<file path="config.mk">
export PLATFORM = sky130hd
export DESIGN_NAME = vsa_unit
export DESIGN_NICKNAME = d
export VERILOG_FILES = /design/src/rtl/vsa_pkg.sv /design/src/rtl/vsa_decode.sv /design/src/rtl/vsa_lane.sv /design/src/rtl/vsa_unit.sv
export SDC_FILE = /design/constraint.sdc
export NUM_CORES = 1
export LEC_CHECK = 0
export CORE_ASPECT_RATIO = 1.1
export CORE_MARGIN = 10
export CORE_UTILIZATION = 50
export CTS_BUF_LIST = sky130_fd_sc_hd__clkbuf_8 sky130_fd_sc_hd__clkbuf_16
export DETAILED_ROUTE_END_ITERATION = 12
export GPL_ROUTABILITY_DRIVEN = 0
export PLACE_DENSITY = 0.89
export SLEW_MARGIN = 20
export SYNTH_ARGS = -nofsm -noshare
export SYNTH_HDL_FRONTEND = slang
export SYNTH_SLANG_ARGS = --single-unit
</file>
<file path="constraint.sdc">
create_clock -name clk -period 6.01 [get_ports clk]
set_clock_uncertainty 0.15 [all_clocks]
set_input_delay 1.202 -clock clk [delete_from_list [all_inputs] [get_ports clk]]
set_output_delay 1.202 -clock clk [all_outputs]
set_load 0.01 [all_outputs]
</file>
<file path="src/rtl/vsa_pkg.sv">
package vsa_pkg;

    parameter int unsigned LANE_W    = 32;
    parameter int unsigned LANES     = 4;
    parameter int unsigned VEC_W     = LANE_W * LANES;
    parameter int unsigned IDX_W     = 7;
    parameter int unsigned SIDX_W    = 5;
    parameter int unsigned INSTR_W   = 32;
    localparam int unsigned CNT_W    = $clog2(LANE_W);

    localparam logic [5:0]  OP_SHORT = 6'd4;
    localparam logic [5:0]  OP_WIDE  = 6'd6;
    localparam logic [10:0] XO_SHORT = 11'd900;
    localparam logic [2:0]  XO_WIDE  = 3'b101;

    typedef enum logic [1:0] {
        FORM_NONE  = 2'd0,
        FORM_SHORT = 2'd1,
        FORM_WIDE  = 2'd2
    } form_e;

    typedef struct packed {
        form_e              form;
        logic [IDX_W-1:0]   dst;
        logic [IDX_W-1:0]   src_a;
        logic [IDX_W-1:0]   src_b;
    } dec_t;

    // Instruction bit numbering: position k from the MSB is w[INSTR_W-1-k].
    function automatic dec_t decode_word(input logic [INSTR_W-1:0] w);
        dec_t d;
        logic [SIDX_W-1:0] lo_d, lo_a, lo_b;
        lo_d = w[25:21];
        lo_a = w[20:16];
        lo_b = w[15:11];
        d.form  = FORM_NONE;
        d.dst   = {{(IDX_W-SIDX_W){1'b0}}, lo_d};
        d.src_a = {{(IDX_W-SIDX_W){1'b0}}, lo_a};
        d.src_b = {{(IDX_W-SIDX_W){1'b0}}, lo_b};
        if (w[31:26] == OP_SHORT && w[10:0] == XO_SHORT) begin
            d.form = FORM_SHORT;
        end else if (w[31:26] == OP_WIDE && w[8:6] == XO_WIDE) begin
            d.form  = FORM_WIDE;
            d.src_a = {w[10], w[5], lo_a};
            d.dst   = {w[3:2], lo_d};
            d.src_b = {w[1:0], lo_b};
        end
        return d;
    endfunction

endpackage

</file>
<file path="src/rtl/vsa_decode.sv">
module vsa_decode
    import vsa_pkg::*;
(
    input  logic [INSTR_W-1:0] instr,
    output dec_t               dec
);
    always_comb begin
        dec = decode_word(instr);
    end
endmodule

</file>
<file path="src/rtl/vsa_lane.sv">
module vsa_lane #(
    parameter int unsigned W = 32
) (
    input  logic [W-1:0] opnd,
    input  logic [W-1:0] cnt_word,
    output logic [W-1:0] res
);
    localparam int unsigned CW = $clog2(W);

    logic [CW-1:0] cnt;

    always_comb begin
        cnt = cnt_word[CW-1:0];
        res = W'($signed(opnd) >>> cnt);
    end
endmodule

</file>
<file path="src/rtl/vsa_unit.sv">
module vsa_unit
    import vsa_pkg::*;
(
    input  logic                clk,
    input  logic                rst,
    input  logic                in_valid,
    input  logic [INSTR_W-1:0]  in_instr,
    output logic [IDX_W-1:0]    rd_addr_a,
    output logic [IDX_W-1:0]    rd_addr_b,
    input  logic [VEC_W-1:0]    rd_data_a,
    input  logic [VEC_W-1:0]    rd_data_b,
    output logic                wb_en,
    output logic [IDX_W-1:0]    wb_addr,
    output logic [VEC_W-1:0]    wb_data,
    output logic                bad_op
);
    dec_t             dec;
    logic [VEC_W-1:0] shifted;

    vsa_decode u_dec (
        .instr (in_instr),
        .dec   (dec)
    );

    assign rd_addr_a = dec.src_a;
    assign rd_addr_b = dec.src_b;

    // Lane 0 is the most significant word.
    for (genvar g = 0; g < LANES; g++) begin : g_lane
        localparam int unsigned HI = VEC_W - 1 - g * LANE_W;
        vsa_lane #(.W(LANE_W)) u_lane (
            .opnd     (rd_data_a[HI -: LANE_W]),
            .cnt_word (rd_data_b[HI -: LANE_W]),
            .res      (shifted[HI -: LANE_W])
        );
    end

    always_ff @(posedge clk) begin
        if (rst) begin
            wb_en   <= 1'b0;
            bad_op  <= 1'b0;
            wb_addr <= '0;
            wb_data <= '0;
        end else begin
            wb_en  <= in_valid && (dec.form != FORM_NONE);
            bad_op <= in_valid && (dec.form == FORM_NONE);
            if (in_valid) begin
                wb_addr <= dec.dst;
                wb_data <= shifted;
            end
        end
    end
endmodule

</file>
==> flow_metrics.py <==
metrics = {
    "place": {
        "dp_hpwl_um": 30600,
        "io_buffer_count": 313,
        "dpl.cell_count": 1738,
        "dpl_cell_area_sq_um": 14800,
    },
    "global_routing": {
        "grt_start_max_net_pins": 68,
        "grt_pass1_vias": 11600,
        "grt_antenna_before_repair": 0,
        "gr-total-overflow": 0,
        "track_usage_pct": 25.2,
        "grt_pass1_wl_um": 63900,
    },
    "synth": {
        "syn_inst": 1248,
        "synth-edff-count": 0,
        "ys_seq_area_share_pct": 22.9,
        "ys_ff_latch": 137,
        "syn_nets": 1539,
        "yosysWarnings": 0,
        "syn_area_sq_um": 12000,
        "async_flop_share_pct": 0,
        "ys.flop_type": "dfxtp_1",
        "syn_area_per_cell_sq_um": 9.61,
        "ys_types": 65,
    },
    "cts": {
        "htreeDepth": 4,
        "postCtsSetupRepairBufs": 0,
        "worstSkewPairLatency_ns": 0.41,
        "cts_buffers": 17,
        "cts_tree": "done",
        "clk_pin_slew_worst_paths_ns": 0.06,
        "clockBufferDepth": 2,
        "ctsResizeCount": 0,
        "cts.sinks": 137,
        "root_buffer": "clkbuf_16",
        "cts_hold_buf": 0,
    },
    "critical_path": {
        "crit_path_end_kind": "output pin",
        "path_cells": "clkdlybuf4s50_1 -> nand4bb_1 -> nor3_1 -> and4b_1 -> and2_1 -> clkdlybuf4s50_1",
        "path_class": "input port to output pin",
        "path_delay_family": "buffers and inverters",
        "worstPathRequired_ns": 4.66,
        "crit_top_cell": "clkdlybuf4s50_1",
        "cp.arrival_ns": 3.03,
        "reg2reg_depth": 2,
        "worstPathBufferInverterCount": 2,
        "cp_slowest_cell": "clkdlybuf4s50_1",
        "crit_cells": 6,
        "crit_fanout": 7,
        "slowest_delay_ns": 0.54,
        "start_kind": "input port",
    },
    "routing": {
        "vias": 11900,
        "firstDrtPassIters": 8,
        "drt_iter0_drc": 1493,
        "viasPerCell": 6.72,
        "wl_per_cell_um": 23.0,
        "wirelength_um": 40700,
        "final_antenna_net_count": 0,
        "drc": 0,
    },
    "final_layout": {
        "stdcell_count": 1770,
        "drive_above_1_share_pct": 18.0,
        "syn_to_final_growth_pct": 28.7,
        "diodes": 0,
        "final_common_cell": "clkdlybuf4s50_1",
        "most-common-layout-cells": "clkdlybuf4s50_1 (302), mux4_2 (139), dfxtp_1 (137)",
        "fin_area_sq_um": 15400,
        "nNetsFinal": 1743,
        "fin_util_pct": 65.4,
    },
    "sta": {
        "tightest_slew_ns": 1.05,
        "slew_headroom_pct": 30.2,
        "fmax_mhz": 228,
        "rsz0062_at_grt": "false",
        "drv_slew": 0,
        "whs_ns": 0.307,
        "finalHoldViolations": 0,
        "setup_tns_ns": 0,
        "min_period_ns": 4.38,
        "period_share_pct": 72.8,
        "finalSetupViolCount": 0,
    },
    "power_and_ir_drop": {
        "powerDensity_nw_per_um2": 207,
        "leakagePower_nw": 5.67,
        "ir_worst_vdd_v": 0.000176,
    },
    "run": {
        "drv_cap": 0,
    },
    "die": {
        "chipWidth_um": 168,
        "die_area_sq_um": 30600,
        "fp-row-count": 59,
        "start_util_pct": 50.8,
        "coreArea_sq_um": 23600,
        "ios": 442,
        "die_y_um": 182,
    },
    "min_path": {
        "hold_depth": 2,
        "hp-class": "flip-flop to flip-flop",
    },
    "run_status": {
        "status": "complete, no violations",
    },
}
[registers in the layout, summed over array words and instances, names as in the netlist]
name,flops
bad_op,1
wb_addr,7
wb_data,128
wb_en,1
[metal layers]
metal  up-vias  part of all wire (%)  global-route usage, %
met5         -                     0                      0
met4         0                   3.8                   9.86
met3       143                    11                   6.68
met2       819                    48                   41.1
met1      5655                    37                   31.1
li1       5270                     -                      -
[logic make-up after synthesis]
logic type | synth area share [%]
AND/OR/NAND/NOR | 12.4
multiplexers | 41.0
AO/OA/AOI/OAI | 17.3
buffers and inverters | 6.49
flip-flops | 22.9
[area by class of cell]
cell class,count,area [sq um]
Multi-Input combinational cell,956,8480
Timing Repair Buffer,326,3190
Sequential cell,137,2740
Fill cell,1773,8180
Clock buffer,18,439
Inverter,14,52.6
Clock inverter,14,160
Tap cell,305,382
[worst reg2reg max path: cells and delay by family, from the launching register on]
family	cells	cell delay, ns
DFF	1	0.34
AOI/OAI and AO/OA	1	0.48
and+or+nand+nor	1	0.06
[final timing paths]
| kind | startpoint | endpoint | slack (ns) |
|---|---|---|---|
| worst min register to register | wb_data[24] | wb_data[24] | 0.31 |
| worst max-delay path | in_instr[8] | rd_addr_a[5] | 1.63 |
| worst max register to register | wb_data[44] | wb_data[44] | 4.82 |
| worst min-delay path | wb_data[24] | wb_data[24] | 0.31 |
[where the power goes]
group          internal (mW)  leakage (nW)  total (mW)  switching [mW]
combinational          0.555          4.25        1.10           0.544
clock                  0.633         0.287        1.08           0.443
sequential             0.983          1.13        1.03          0.0447
total                   2.17          5.67        3.20            1.03
[cell usage after synthesis, types with 7 or more instances]
cell type	n	area, sq um
o211ai_1	24	180
a31oi_1	13	81.3
dfxtp_1	137	2740
nor2b_1	8	50.1
nand2_1	125	469
a311oi_1	8	70.1
nor3_1	49	245
a211o_1	9	78.8
nor2_1	122	458
o22ai_1	14	87.6
nand2b_1	10	62.6
o2111ai_1	8	70.1
nand3_1	10	50.1
buf_4	25	188
mux2_2	55	619
o21ai_0	64	320
a21o_1	7	52.6
buf_2	34	170
clkbuf_1	62	233
mux4_2	139	3130
buf_6	8	90.1
a211oi_1	20	150
mux2i_1	115	1150
and2_1	8	50.1
buf_1	12	45.0
a21oi_1	54	270
a221oi_1	12	105
[through the flow]
step / worst slack, ns / total power, mW
6_report: 1.63 / 3.20
5_1_grt: 1.53 / 3.33
4_1_cts: 1.63 / 3.20
3_5_place_dp: 1.63 / 2.12
3_3_place_gp: 1.64 / 2.09
2_1_floorplan: 2.52 / 1.69
Note: power is estimated with default switching activity, not from simulation.
